`config.mk`:
```
export PLATFORM = sky130hd
export DESIGN_NAME = sram_ctrl
export DESIGN_NICKNAME = d
export VERILOG_FILES = /design/src/rtl/sram_ctrl_pkg.sv /design/src/rtl/sram_arb.sv /design/src/rtl/sram_addr_map.sv /design/src/rtl/sram_rd_track.sv /design/src/rtl/sram_ctrl.sv
export SDC_FILE = /design/constraint.sdc
export NUM_CORES = 1
export LEC_CHECK = 0
export ABC_AREA = 1
export BUFFER_PORTS_ARGS = -buffer_cell sky130_fd_sc_hd__buf_2
export CAP_MARGIN = 10
export CORE_AREA = 2 2 175 177
export CTS_CLUSTER_DIAMETER = 30
export CTS_CLUSTER_SIZE = 14
export DETAILED_ROUTE_END_ITERATION = 12
export DIE_AREA = 0 0 177 179
export HOLD_SLACK_MARGIN = 0.08
export SKIP_CTS_REPAIR_TIMING = 1
export SLEW_MARGIN = 15
export SYNTH_ARGS = -nofsm -noshare
export SYNTH_HDL_FRONTEND = slang
export SYNTH_SLANG_ARGS = --single-unit
```
`constraint.sdc`:
```
create_clock -name clk_i -period 3.3 [get_ports clk_i]
set_clock_uncertainty 0.15 [all_clocks]
set_input_delay 0.99 -clock clk_i [delete_from_list [all_inputs] [get_ports clk_i]]
set_output_delay 0.99 -clock clk_i [all_outputs]
set_load 0.01 [all_outputs]
```
`src/rtl/sram_ctrl_pkg.sv`:
```
`timescale 1ns/1ps
package sram_ctrl_pkg;
  localparam int unsigned DATA_W     = 32;
  localparam int unsigned BYTE_W     = 8;
  localparam int unsigned LANES      = DATA_W / BYTE_W;
  localparam int unsigned LANE_W     = BYTE_W + 1;
  localparam int unsigned DQ_W       = LANES * LANE_W;
  localparam int unsigned LANE_SEL_W = $clog2(LANES);
  localparam int unsigned N_BANKS    = 2;
  localparam int unsigned MAX_LAT    = 3;
  localparam int unsigned LAT_W      = $clog2(MAX_LAT + 1);
endpackage

```
`src/rtl/sram_arb.sv`:
```
`timescale 1ns/1ps
module sram_arb #(
  parameter  int unsigned N_REQ = 5,
  localparam int unsigned IDX_W = $clog2(N_REQ)
) (
  input  logic [N_REQ-1:0] req_i,
  input  logic [N_REQ-1:0] we_i,
  input  logic             wr_block_i,
  output logic [N_REQ-1:0] gnt_o,
  output logic [IDX_W-1:0] idx_o,
  output logic             any_o
);
  logic [N_REQ-1:0] elig;

  // writes sit out a cycle whose address slot collides with read return
  assign elig = req_i & ~(we_i & {N_REQ{wr_block_i}});

  always_comb begin
    gnt_o = '0;
    idx_o = '0;
    any_o = 1'b0;
    for (int i = int'(N_REQ) - 1; i >= 0; i--) begin
      if (elig[i]) begin
        gnt_o    = '0;
        gnt_o[i] = 1'b1;
        idx_o    = IDX_W'(i);
        any_o    = 1'b1;
      end
    end
  end
endmodule

```
`src/rtl/sram_addr_map.sv`:
```
`timescale 1ns/1ps
module sram_addr_map
  import sram_ctrl_pkg::*;
#(
  parameter  int unsigned ADDR_W   = 21,
  parameter  int unsigned BANK_AW  = 18,
  localparam int unsigned BANK_BIT = ADDR_W - 1,
  localparam int unsigned WORD_LSB = LANE_SEL_W
) (
  input  logic               act_i,
  input  logic [ADDR_W-1:0]  addr_i,
  input  logic               we_i,
  input  logic               word_i,
  input  logic [DATA_W-1:0]  wdata_i,
  input  logic [LANES-1:0]   wflag_i,
  output logic [N_BANKS-1:0] cs_n_o,
  output logic [BANK_AW-1:0] waddr_o,
  output logic [LANES-1:0]   we_n_o,
  output logic [DQ_W-1:0]    dq_o,
  output logic               drive_o
);
  logic [LANE_SEL_W-1:0] lane;

  assign lane    = addr_i[LANE_SEL_W-1:0];
  assign waddr_o = addr_i[WORD_LSB +: BANK_AW];
  assign drive_o = act_i & we_i;

  always_comb begin
    cs_n_o = '1;
    if (act_i) cs_n_o[addr_i[BANK_BIT]] = 1'b0;
  end

  always_comb begin
    we_n_o = '1;
    if (act_i && we_i) begin
      if (word_i) we_n_o = '0;
      else        we_n_o[lane] = 1'b0;
    end
  end

  // byte writes replicate byte 0 onto every lane; strobes pick the target
  for (genvar l = 0; l < LANES; l++) begin : g_lane
    assign dq_o[l*LANE_W +: LANE_W] = word_i
        ? {wflag_i[l], wdata_i[l*BYTE_W +: BYTE_W]}
        : {wflag_i[0], wdata_i[BYTE_W-1:0]};
  end

  if (WORD_LSB + BANK_AW < BANK_BIT) begin : g_hi_unused
    logic unused_hi;
    assign unused_hi = ^addr_i[BANK_BIT-1:WORD_LSB+BANK_AW];
  end
endmodule

```
`src/rtl/sram_rd_track.sv`:
```
`timescale 1ns/1ps
module sram_rd_track
  import sram_ctrl_pkg::*;
#(
  parameter  int unsigned N_REQ = 5,
  localparam int unsigned IDX_W = $clog2(N_REQ)
) (
  input  logic             clk_i,
  input  logic             rst_ni,
  input  logic [LAT_W-1:0] lat_i,
  input  logic             push_i,
  input  logic [IDX_W-1:0] push_id_i,
  input  logic [DQ_W-1:0]  mem_dq_i,
  output logic             wr_block_o,
  output logic             due_o,
  output logic [N_REQ-1:0] rvalid_o,
  output logic [DATA_W-1:0] rdata_o,
  output logic [LANES-1:0] rflag_o
);
  logic [LAT_W-1:0] lat_eff;
  logic [MAX_LAT:0] stg_v;
  logic [IDX_W-1:0] stg_id [MAX_LAT+1];
  logic [DATA_W-1:0] rd_bytes;
  logic [LANES-1:0]  rd_flags;

  // reserved value 0 behaves as 1
  assign lat_eff = (lat_i == '0) ? LAT_W'(1) : lat_i;

  // stage s holds the read whose address cycle was s cycles ago
  always_ff @(posedge clk_i or negedge rst_ni) begin
    if (!rst_ni) begin
      stg_v <= '0;
      for (int s = 0; s <= int'(MAX_LAT); s++) stg_id[s] <= '0;
    end else begin
      stg_v[0]  <= push_i;
      stg_id[0] <= push_id_i;
      for (int s = 1; s <= int'(MAX_LAT); s++) begin
        stg_v[s]  <= stg_v[s-1];
        stg_id[s] <= stg_id[s-1];
      end
    end
  end

  assign due_o      = stg_v[lat_eff];
  assign wr_block_o = stg_v[lat_eff - LAT_W'(1)];

  for (genvar l = 0; l < LANES; l++) begin : g_unpack
    assign rd_bytes[l*BYTE_W +: BYTE_W] = mem_dq_i[l*LANE_W +: BYTE_W];
    assign rd_flags[l]                  = mem_dq_i[l*LANE_W + BYTE_W];
  end

  always_ff @(posedge clk_i or negedge rst_ni) begin
    if (!rst_ni) begin
      rvalid_o <= '0;
      rdata_o  <= '0;
      rflag_o  <= '0;
    end else begin
      rvalid_o <= '0;
      if (due_o) begin
        rvalid_o[stg_id[lat_eff]] <= 1'b1;
        rdata_o <= rd_bytes;
        rflag_o <= rd_flags;
      end
    end
  end


  ret_pulse_chk: assert property (@(posedge clk_i) disable iff (!rst_ni)
    due_o |=> $onehot(rvalid_o));

  no_ret_chk: assert property (@(posedge clk_i) disable iff (!rst_ni)
    !due_o |=> (rvalid_o == '0));

  stream_ret_chk: assert property (@(posedge clk_i) disable iff (!rst_ni)
    (due_o && stg_v[lat_eff - LAT_W'(1)]) |=> due_o);
endmodule

```
`src/rtl/sram_ctrl.sv`:
```
`timescale 1ns/1ps
module sram_ctrl
  import sram_ctrl_pkg::*;
#(
  parameter  int unsigned N_REQ   = 5,
  parameter  int unsigned ADDR_W  = 21,
  parameter  int unsigned BANK_AW = 18,
  localparam int unsigned IDX_W   = $clog2(N_REQ)
) (
  input  logic                            clk_i,
  input  logic                            rst_ni,
  input  logic [LAT_W-1:0]                rd_lat_i,
  input  logic [N_REQ-1:0]                req_i,
  input  logic [N_REQ-1:0]                we_i,
  input  logic [N_REQ-1:0]                word_i,
  input  logic [N_REQ-1:0][ADDR_W-1:0]    addr_i,
  input  logic [N_REQ-1:0][DATA_W-1:0]    wdata_i,
  input  logic [N_REQ-1:0][LANES-1:0]     wflag_i,
  output logic [N_REQ-1:0]                gnt_o,
  output logic [N_REQ-1:0]                rvalid_o,
  output logic [DATA_W-1:0]               rdata_o,
  output logic [LANES-1:0]                rflag_o,
  output logic [N_BANKS-1:0]              mem_cs_no,
  output logic [BANK_AW-1:0]              mem_addr_o,
  output logic [LANES-1:0]                mem_we_no,
  output logic                            mem_oe_no,
  output logic [DQ_W-1:0]                 mem_dq_o,
  output logic                            mem_dq_oe_o,
  input  logic [DQ_W-1:0]                 mem_dq_i
);
  logic [IDX_W-1:0]   sel;
  logic               any_gnt, wr_block, due;
  logic [N_BANKS-1:0] cs_n_d;
  logic [BANK_AW-1:0] waddr_d;
  logic [LANES-1:0]   we_n_d;
  logic [DQ_W-1:0]    dq_d;
  logic               drive_d;

  sram_arb #(.N_REQ(N_REQ)) u_arb (
    .req_i      (req_i),
    .we_i       (we_i),
    .wr_block_i (wr_block),
    .gnt_o      (gnt_o),
    .idx_o      (sel),
    .any_o      (any_gnt)
  );

  sram_addr_map #(.ADDR_W(ADDR_W), .BANK_AW(BANK_AW)) u_map (
    .act_i   (any_gnt),
    .addr_i  (addr_i[sel]),
    .we_i    (we_i[sel]),
    .word_i  (word_i[sel]),
    .wdata_i (wdata_i[sel]),
    .wflag_i (wflag_i[sel]),
    .cs_n_o  (cs_n_d),
    .waddr_o (waddr_d),
    .we_n_o  (we_n_d),
    .dq_o    (dq_d),
    .drive_o (drive_d)
  );

  sram_rd_track #(.N_REQ(N_REQ)) u_track (
    .clk_i      (clk_i),
    .rst_ni     (rst_ni),
    .lat_i      (rd_lat_i),
    .push_i     (any_gnt & ~we_i[sel]),
    .push_id_i  (sel),
    .mem_dq_i   (mem_dq_i),
    .wr_block_o (wr_block),
    .due_o      (due),
    .rvalid_o   (rvalid_o),
    .rdata_o    (rdata_o),
    .rflag_o    (rflag_o)
  );

  // pin stage: one register between grant and the SRAM
  always_ff @(posedge clk_i or negedge rst_ni) begin
    if (!rst_ni) begin
      mem_cs_no   <= '1;
      mem_addr_o  <= '0;
      mem_we_no   <= '1;
      mem_dq_o    <= '0;
      mem_dq_oe_o <= 1'b0;
    end else begin
      mem_cs_no   <= cs_n_d;
      mem_addr_o  <= waddr_d;
      mem_we_no   <= we_n_d;
      mem_dq_o    <= dq_d;
      mem_dq_oe_o <= drive_d;
    end
  end

  assign mem_oe_no = ~due;


  bus_clash_chk: assert property (@(posedge clk_i) disable iff (!rst_ni)
    mem_dq_oe_o |-> mem_oe_no);

  read_cycle_chk: assert property (@(posedge clk_i) disable iff (!rst_ni)
    ((mem_cs_no != '1) && (mem_we_no == '1)) |-> !mem_dq_oe_o);

  wr_drive_chk: assert property (@(posedge clk_i) disable iff (!rst_ni)
    (mem_we_no != '1) |-> (mem_dq_oe_o && (mem_cs_no != '1)));

  strobe_shape_chk: assert property (@(posedge clk_i) disable iff (!rst_ni)
    (mem_we_no != '1) |-> ($countones(~mem_we_no) == 1 || mem_we_no == '0));

  one_bank_chk: assert property (@(posedge clk_i) disable iff (!rst_ni)
    $countones(~mem_cs_no) <= 1);

  gnt_req_chk: assert property (@(posedge clk_i) disable iff (!rst_ni)
    (gnt_o & ~req_i) == '0);

  gnt_onehot_chk: assert property (@(posedge clk_i) disable iff (!rst_ni)
    $onehot0(gnt_o));

  idle_chk: assert property (@(posedge clk_i) disable iff (!rst_ni)
    (gnt_o == '0) |=> (mem_cs_no == '1 && mem_we_no == '1 && !mem_dq_oe_o));
endmodule

```
==> results of run 1 <==
cell type report:
class / count / share of cell area
clock buffer: 21 / 0.04584
clock inverter: 10 / 0.007598
inverter: 40 / 0.01545
multi-input combinational: 721 / 0.3326
sequential: 118 / 0.2947
tap: 396 / 0.04933
timing repair buffer: 473 / 0.2545
worst min-delay path by stage:
stage / start / to / slack [ns] / cells after the start
finish: u_track.stg_id[9] / u_track.stg_id[6] / 0.20 / 0
global route: u_track.stg_id[9] / u_track.stg_id[6] / 0.21 / 0
CTS: u_track.stg_id[9] / u_track.stg_id[6] / 0.20 / 0
detailed placement: u_track.stg_id[11] / u_track.stg_id[8] / 0.19 / 0
global placement: u_track.stg_id[9] / u_track.stg_id[6] / 0.18 / 0
floorplan: u_track.stg_id[9] / u_track.stg_id[6] / 0.18 / 0
sequential cells by signal, summed over array words and instances (netlist names):
register and flops:
u_track.stg_v 4, mem_addr_o 18, mem_dq_oe_o 1, mem_dq_o 36, u_track.rflag_o 4, u_track.stg_id 12
u_track.rvalid_o 5, u_track.rdata_o 32, mem_we_no 4, mem_cs_no 2
cell families after synthesis:
family | share of synthesized area
muxes | 0.06004
buffers and inverters | 0.07598
and+or+nand+nor | 0.4194
DFF | 0.4385
AOI/OAI and AO/OA | 0.006114
through the flow:
step	cell area, um^2	utilization	hold slack, ns	worst slack [ns]	power (mW)
finish	10040	0.3345	0.1996	0.08889	6.126
global route	10040	0.3345	0.2071	-0.001490	6.582
global placement	9439	0.3143	0.1821	0.01982	4.450
detailed placement	9439	0.3143	0.1870	-0.007937	4.470
floorplan	6758	-	0.1812	0.009962	3.388
CTS	9976	0.3322	0.2035	-0.004290	6.220
cell usage in the layout (no fill, tap or decap):
cell type and count:
nand2_1 453, buf_2 444, nand3_1 190, dfrtp_1 112, mux2_2 36, inv_1 33
buf_4 18, clkbuf_16 17, nor2_1 11, buf_12 9, nand2_2 7, clkinvlp_4 6
dfstp_2 6, inv_2 5, nand3_4 3, nand4_1 3, o21ai_1 3, or2_2 3
nand3_2 2, nand2_4 2, nor2_2 2, a21oi_1 2, and3_1 2, inv_4 2
clkinv_4 2, clkbuf_8 2, clkbuf_1 2, a21boi_2 1, o21ai_0 1, inv_6 1
clkinv_2 1, clkbuf_4 1, buf_6 1
power groups by stage:
stage / Clock [mW] / Sequential (mW) / Combinational, mW
after floorplan: 0 / 2.25 / 1.14
after global placement: 0 / 2.05 / 2.40
after detailed placement: 0 / 2.05 / 2.42
after CTS: 1.77 / 2.03 / 2.42
after global routing: 1.83 / 2.08 / 2.67
final: 1.69 / 2.03 / 2.41
metal layers:
| metal | share of wire | GRT usage | up-vias | wire (um) |
|---|---|---|---|---|
| met2 | 0.48 | 0.2821 | 379 | 13150 |
| met5 | 0 | 0 | - | 0 |
| met1 | 0.40 | 0.1865 | 3531 | 10880 |
| met4 | 0.036 | 0.08161 | 0 | 963 |
| li1 | - | - | 3855 | - |
| met3 | 0.078 | 0.04326 | 39 | 2122 |
==> impl_metrics.py, run 1 <==
metrics = {
    "finish": {
        "final_cells": 1779,
        "antennaDiodeCount": 0,
        "drive_above_1_share": 0.4129,
        "nets": 1711,
        "fill_cells": 3288,
        "final-seq-area_um2": 2960,
        "layout-area-overhead-vs-synth_pct": 48.78,
        "multiInputGateArea_um2": 3341,
    },
    "timing": {
        "slew_headroom": 0.6639,
        "tns_ns": 0,
        "slew_viol_final": 0,
        "final_hold_viol_count": 0,
        "final-setup-viol-count": 0,
        "min_period_ns": 3.211,
        "final.period_utilization": 0.9731,
        "worstMarginPinSlew_ns": 0.5042,
        "fmax_ghz": 0.3114,
    },
    "clock_network": {
        "cts.sinks": 118,
        "cts_max_level": 4,
        "cts_max_path_buffers": 2,
        "cts_tree": "done",
        "clk_pin_slew_ns": 0.05,
        "clk-insertion-delay-late_ns": 0.41,
        "root_buffer": "clkbuf_16",
        "cts_buffers": 17,
    },
    "route": {
        "drtIter0Drc": 408,
        "wirelength_um": 27120,
        "vias_per_cell": 4.387,
        "ant_nets": 0,
        "drc": 0,
        "dr.pass1.iters": 5,
        "wl_per_cell_um": 15.24,
        "via_count": 7804,
    },
    "placed_design": {
        "place_congestion": 0.8652,
        "dp.cells": 1747,
        "hpwlAfterDp_um": 21230,
        "numPortBuffers": 447,
    },
    "floorplan": {
        "dieArea_um2": 31680,
        "die_x_um": 177,
        "core_um2": 30030,
        "dieHeight_um": 179,
        "start_util": 0.2248,
        "ioPinCount": 448,
        "num_rows": 64,
    },
    "worst_setup_path": {
        "reg2reg_depth": 16,
        "worstSetupPathType": "in2out",
        "crit_top_cell": "nand2_2",
        "end_kind": "primary output",
        "arrival_ns": 2.07,
        "required_ns": 2.16,
        "cp_top_family": "buffers and inverters",
        "crit_fanout": 4,
        "path_depth": 10,
        "cp_num_buf_inv": 4,
        "max_stage_delay_ns": 0.16,
        "reg2reg_to": "mem_dq_o[20]",
        "r2r_start": "u_track.stg_v[1]",
        "cp-start-kind": "input port",
        "timing.critical_path.to": "gnt_o[4]",
        "cp_slowest_cell": "clkbuf_4",
        "rrSetupSlack_ns": 0.84,
        "crit_start": "rd_lat_i[1]",
        "cp_cell_sequence": "clkbuf_4, inv_2, nand2_2, nand3_4, o21ai_1, nand2_2, nor2_2, nand2_2, inv_2, buf_2",
    },
    "run": {
        "drv_cap": 0,
    },
    "power": {
        "comb_power_share": 0.393,
        "internal_power_mw": 3.842,
        "p_sw_mw": 2.284,
        "p_leak_nw": 5.622,
        "switching_share": 0.3728,
        "ir_drop_v": 0.0003084,
        "pwr_density_cell_nw_per_um2": 609.9,
        "p_clk_frac": 0.276,
        "seqPwrFrac": 0.331,
    },
    "synthesis": {
        "yosysTopAreaCell": "dfrtp_1",
        "ys_async_sr_fraction": 1.000,
        "synth_commonest_cells": "nand2_1, nand3_1, dfrtp_1",
        "synth_most_common_cell": "nand2_1",
        "syn_avg_cell_area_um2": 7.182,
        "synthCells": 940,
        "yosysWarningCount": 0,
        "synth_ff_type": "dfrtp_1",
        "synthDominantCellAreaShare": 0.4151,
        "ys_ff_latch": 118,
        "synth_cell_types": 24,
        "ys_seq_area_frac": 0.4385,
        "syn-cell-area_um2": 6751,
        "synthTopCellsByArea": "dfrtp_1, nand2_1, nand3_1",
        "synth_edf_count": 0,
        "syn-num-nets": 1280,
    },
    "worst_hold_path": {
        "hp-class": "reg2reg",
    },
    "global_route": {
        "grt_pass1_vias": 7193,
        "grt_max_degree": 76,
        "grt_pass1_wl_um": 38910,
        "grt-ovfl-total": 0,
        "grt.total_usage": 0.1635,
        "antenna_found_initial": 1,
    },
    "outcome": {
        "outcome": "complete, no violations",
    },
}
Power figures use the tool's default switching activity.
==> inputs of run 2 (changes only) <==
- CORE_AREA: 2 2 175 177 -> 2 2 172 174
- DIE_AREA: 0 0 177 179 -> 0 0 174 176
==> run 2 against run 1 <==
Against the previous run: clock power is 14% higher; hold slack lost 0.0026 ns; sequential share of layout area decreased by 0.092 points; final area up 0.31%; register-to-register slack got worse by 0.06 ns; total power up 4.5%; non-clock buffer count increased by 5; combinational power is essentially flat; critical path depth is the same; die area shrank 3.3%; largest power group unchanged; highest routed layer is now met5.
==> impl_metrics.py, run 2 (same netlist as run 1, synthesis figures left out) <==
metrics = {
    "outcome": {
        "outcome": "complete, no violations",
    },
    "worst_setup_path": {
        "rrSetupSlack_ns": 0.78,
        "crit_fanout": 5,
        "arrival_ns": 2.05,
        "required_ns": 2.16,
        "cp_top_family": "simple AND/OR/NAND/NOR gates",
        "cp_cell_sequence": "buf_2, inv_2, nand2_2, nand3_2, o21ai_2, nand2_1, nor2_2, nand2_2, inv_2, buf_2",
        "worstSetupPathType": "in2out",
        "path_depth": 10,
        "end_kind": "primary output",
        "reg2reg_to": "mem_dq_o[25]",
        "cp-start-kind": "input port",
        "r2r_start": "u_track.stg_v[2]",
        "cp_num_buf_inv": 4,
        "reg2reg_depth": 15,
        "max_stage_delay_ns": 0.14,
        "cp_slowest_cell": "buf_2",
        "timing.critical_path.to": "gnt_o[4]",
        "crit_start": "rd_lat_i[1]",
    },
    "clock_network": {
        "cts_buffers": 17,
        "root_buffer": "clkbuf_16",
        "cts_max_path_buffers": 2,
        "cts_tree": "done",
        "clk-insertion-delay-late_ns": 0.41,
        "cts_max_level": 4,
        "clk_pin_slew_ns": 0.05,
        "cts.sinks": 118,
    },
    "global_route": {
        "gr-usage-met2": 0.3479,
        "grt_pass1_vias": 7994,
        "top_usage_layer": "met2",
        "grt-ovfl-total": 0,
        "grt_max_degree": 80,
        "gr-usage-met3": 0.04587,
        "grt_util_met1": 0.2042,
        "grt.total_usage": 0.1892,
        "antenna_found_initial": 6,
        "grt_pass1_wl_um": 44060,
    },
    "power": {
        "p_leak_nw": 5.684,
        "ir_drop_v": 0.0002882,
        "pwr_density_cell_nw_per_um2": 635.1,
        "power_mw": 6.399,
    },
    "floorplan": {
        "start_util": 0.2365,
        "die_x_um": 174,
        "ioPinCount": 448,
        "core_um2": 28550,
        "num_rows": 62,
        "dieHeight_um": 176,
        "dieArea_um2": 30620,
    },
    "timing": {
        "fmax_ghz": 0.3135,
        "slew_headroom": 0.5585,
        "worstMarginPinSlew_ns": 0.6623,
        "final-setup-viol-count": 0,
        "worst_hold_slack_ns": 0.1970,
        "slew_viol_final": 0,
        "min_period_ns": 3.189,
        "final.period_utilization": 0.9665,
        "final_hold_viol_count": 0,
        "tns_ns": 0,
        "fin_ws_ns": 0.1105,
    },
    "route": {
        "vias_per_cell": 4.512,
        "via_count": 8013,
        "drtIter0Drc": 444,
        "drc": 0,
        "dr.pass1.iters": 5,
        "wirelength_um": 29490,
        "wl_per_cell_um": 16.61,
        "ant_nets": 0,
    },
    "placed_design": {
        "dp.cells": 1740,
        "hpwlAfterDp_um": 23520,
        "dpl_cell_area_um2": 9440,
        "numPortBuffers": 447,
        "place_congestion": 0.8977,
        "dp_slack_ns": 0.04186,
    },
    "finish": {
        "top_register": "mem_dq_o",
        "final_cells": 1776,
        "largest_reg_flops": 36,
        "layout_common_cells": "nand2_1, buf_2, nand3_1, dfrtp_1, mux2_2",
        "final_common_cell": "nand2_1",
        "finalInstanceArea_um2": 10080,
        "fill_cells": 3161,
        "layout-area-overhead-vs-synth_pct": 49.24,
        "reg_top3": "mem_dq_o x36, u_track.rdata_o x32, mem_addr_o x18",
        "final_util": 0.3530,
        "drive_above_1_share": 0.4125,
        "nets": 1716,
    },
    "run": {
        "drv_cap": 0,
    },
    "worst_hold_path": {
        "hp-class": "reg2reg",
        "whs_path_depth": 0,
    },
}
[run 2: cell count changes in the layout (fill, tap and decap cells not counted), sizes merged]
cell | previous run | this run
clkinvlp | 6 | 2
clkinv | 3 | 1
buf | 472 | 478
inv | 41 | 50
bufinv | 0 | 2
diode | 0 | 3
clkbuf | 22 | 17
[run 2: power by group]
group / leakage (nW) / internal, mW / switching (mW) / total, mW
logic: 3.98 / 0.953 / 1.49 / 2.44
clock network: 0.292 / 1.15 / 0.783 / 1.93
registers: 1.41 / 1.88 / 0.147 / 2.03
total: 5.68 / 3.98 / 2.42 / 6.40
[run 2: cell type report]
cell class | count | area (um^2) | share of cell area
antenna | 3 | 7.507 | 0.0007451
clock buffer | 17 | 425.4 | 0.04222
clock inverter | 15 | 178.9 | 0.01776
inverter | 40 | 155.1 | 0.01540
multi-input combinational | 721 | 3304 | 0.3280
sequential | 118 | 2960 | 0.2938
tap | 384 | 480.5 | 0.04768
timing repair buffer | 478 | 2564 | 0.2544
[run 2: worst min-delay path by stage]
stage,from,end,slack [ns]
2_1_floorplan,u_track.stg_id[9],u_track.stg_id[6],0.18
3_3_place_gp,u_track.stg_id[9],u_track.stg_id[6],0.18
3_5_place_dp,u_track.stg_id[11],u_track.stg_id[8],0.18
4_1_cts,u_track.stg_id[11],u_track.stg_id[8],0.20
5_1_grt,u_track.stg_id[11],u_track.stg_id[8],0.22
6_report,u_track.stg_id[11],u_track.stg_id[8],0.20
[run 2: worst reg2reg max path, stage by stage (launching register included)]
cell and delay [ns]:
dfrtp_1 0.38, inv_1 0.10, nand3_2 0.11, nand3_2 0.14, nor2_1 0.06, nor2_1 0.13
nand2_1 0.18, nand2_4 0.17, buf_12 0.28, buf_4 0.28, nand3_1 0.08, nand2_1 0.07
nand2_1 0.04, nand2_1 0.08, nand2_1 0.12, nand2_1 0.10
[run 2: per-layer routing]
metal | part of all wire | vias up
met2 | 0.51 | 410
met1 | 0.37 | 3662
li1 | - | 3878
met4 | 0.043 | 2
met5 | 0.00037 | -
met3 | 0.071 | 61
==> inputs of run 3 (changes only) <==
- REMOVE_ABC_BUFFERS: not set -> 1
==> run 3 against run 2 <==
Against the previous run: clock power decreased by 8%; sequential share of layout area increased by 0.084 points; non-clock buffer count increased by 2; core utilization decreased by 0.10 points.
==> impl_metrics.py, run 3 (same netlist as run 1, synthesis figures left out) <==
metrics = {
    "placed_design": {
        "dp_slack_ns": 0.03760,
        "hpwlAfterDp_um": 21830,
        "dp.cells": 1743,
        "numPortBuffers": 447,
        "place_congestion": 0.8661,
        "dpl_cell_area_um2": 9475,
    },
    "floorplan": {
        "ioPinCount": 448,
        "dieHeight_um": 176,
        "start_util": 0.2365,
        "die_x_um": 174,
        "dieArea_um2": 30620,
        "num_rows": 62,
        "core_um2": 28550,
    },
    "route": {
        "wirelength_um": 27590,
        "ant_nets": 0,
        "drc": 0,
        "dr.pass1.iters": 5,
        "vias_per_cell": 4.420,
        "wl_per_cell_um": 15.54,
        "drtIter0Drc": 379,
        "via_count": 7845,
    },
    "clock_network": {
        "root_buffer": "clkbuf_16",
        "cts_max_path_buffers": 2,
        "clk-insertion-delay-late_ns": 0.41,
        "cts_max_level": 4,
        "clk_pin_slew_ns": 0.05,
        "cts.sinks": 118,
        "cts_buffers": 17,
        "cts_tree": "done",
    },
    "global_route": {
        "grt-ovfl-total": 0,
        "antenna_found_initial": 0,
        "grt_pass1_vias": 7709,
        "grt_max_degree": 74,
        "grt.total_usage": 0.1759,
        "grt_pass1_wl_um": 41870,
    },
    "timing": {
        "slew_headroom": 0.5363,
        "fmax_ghz": 0.3092,
        "final_hold_viol_count": 0,
        "tns_ns": 0,
        "min_period_ns": 3.235,
        "slew_viol_final": 0,
        "final.period_utilization": 0.9802,
        "grt_setup_unrepaired": "true",
        "fin_ws_ns": 0.06550,
        "final-setup-viol-count": 0,
        "worst_hold_slack_ns": 0.1963,
        "worstMarginPinSlew_ns": 0.6956,
    },
    "finish": {
        "final-seq-area_um2": 2960,
        "top_register": "mem_dq_o",
        "layout-area-overhead-vs-synth_pct": 48.81,
        "finalInstanceArea_um2": 10050,
        "drive_above_1_share": 0.4112,
        "multiInputGateArea_um2": 3303,
        "final_common_cell": "nand2_1",
        "reg_top3": "mem_dq_o x36, u_track.rdata_o x32, mem_addr_o x18",
        "final_cells": 1775,
        "layout_common_cells": "nand2_1, buf_2, nand3_1, dfrtp_1, mux2_2",
        "fill_cells": 3091,
        "antennaDiodeCount": 0,
        "largest_reg_flops": 36,
        "final_util": 0.3519,
        "nets": 1718,
    },
    "power": {
        "ir_drop_v": 0.0003012,
        "p_leak_nw": 5.676,
        "power_mw": 6.202,
        "pwr_density_cell_nw_per_um2": 617.3,
    },
    "worst_setup_path": {
        "end_kind": "primary output",
        "required_ns": 2.16,
        "crit_fanout": 4,
        "worstSetupPathType": "in2out",
        "arrival_ns": 2.09,
        "cp-start-kind": "input port",
    },
    "run": {
        "drv_cap": 0,
    },
    "worst_hold_path": {
        "hp-class": "reg2reg",
    },
    "outcome": {
        "outcome": "complete, no violations",
    },
}
## run 3: cell types whose count changed in the layout (fill, tap and decap cells not counted), moves of 2 or more
cell      before  now
inv_8          3    0
diode_2        3    0
clkbuf_1       0    2
clkinv_2       0    5
clkinv_4       1    3
inv_6          7    2
## run 3: cell type report
cell class | instances | share of cell area
Multi-Input combinational cell | 721 | 0.3288
Sequential cell | 118 | 0.2946
Timing Repair Buffer | 480 | 0.2579
Tap cell | 384 | 0.04782
Clock buffer | 20 | 0.04446
Inverter | 40 | 0.01594
Clock inverter | 12 | 0.01046
## run 3: final timing paths
path | startpoint | slack (ns) | to | cells past startpoint
max in group asynchronous | rst_ni | 1.83 | mem_cs_no[0] | 2
worst min-delay path | u_track.stg_id[11] | 0.20 | u_track.stg_id[8] | 0
min in group asynchronous | rst_ni | 0.45 | u_track.rdata_o[18] | 1
worst max register to register | u_track.stg_v[2] | 0.84 | mem_dq_o[15] | 14
worst max-delay path | rd_lat_i[0] | 0.07 | gnt_o[3] | 10
worst min register to register | u_track.stg_id[11] | 0.20 | u_track.stg_id[8] | 0
## run 3: where the power goes
group          leakage, nW  switching [mW]  internal [mW]
clock network        0.270           0.713           1.06
logic                 4.00            1.44          0.965
registers             1.41           0.149           1.88
## run 3: routing by layer
metal | up-vias | share of wire | GRT usage
met5 | - | 0 | 0
met4 | 0 | 0.022 | 0.05777
met3 | 36 | 0.063 | 0.03424
met2 | 369 | 0.50 | 0.3161
met1 | 3566 | 0.41 | 0.2111
li1 | 3874 | - | -
## run 3: worst max-delay path: stages
cell,delay (ns)
buf_2,0.13
inv_1,0.07
nand3_2,0.09
nand3_2,0.11
buf_4,0.12
nor2_1,0.03
nor2_1,0.11
nand3_2,0.13
nor2_1,0.16
buf_2,0.16
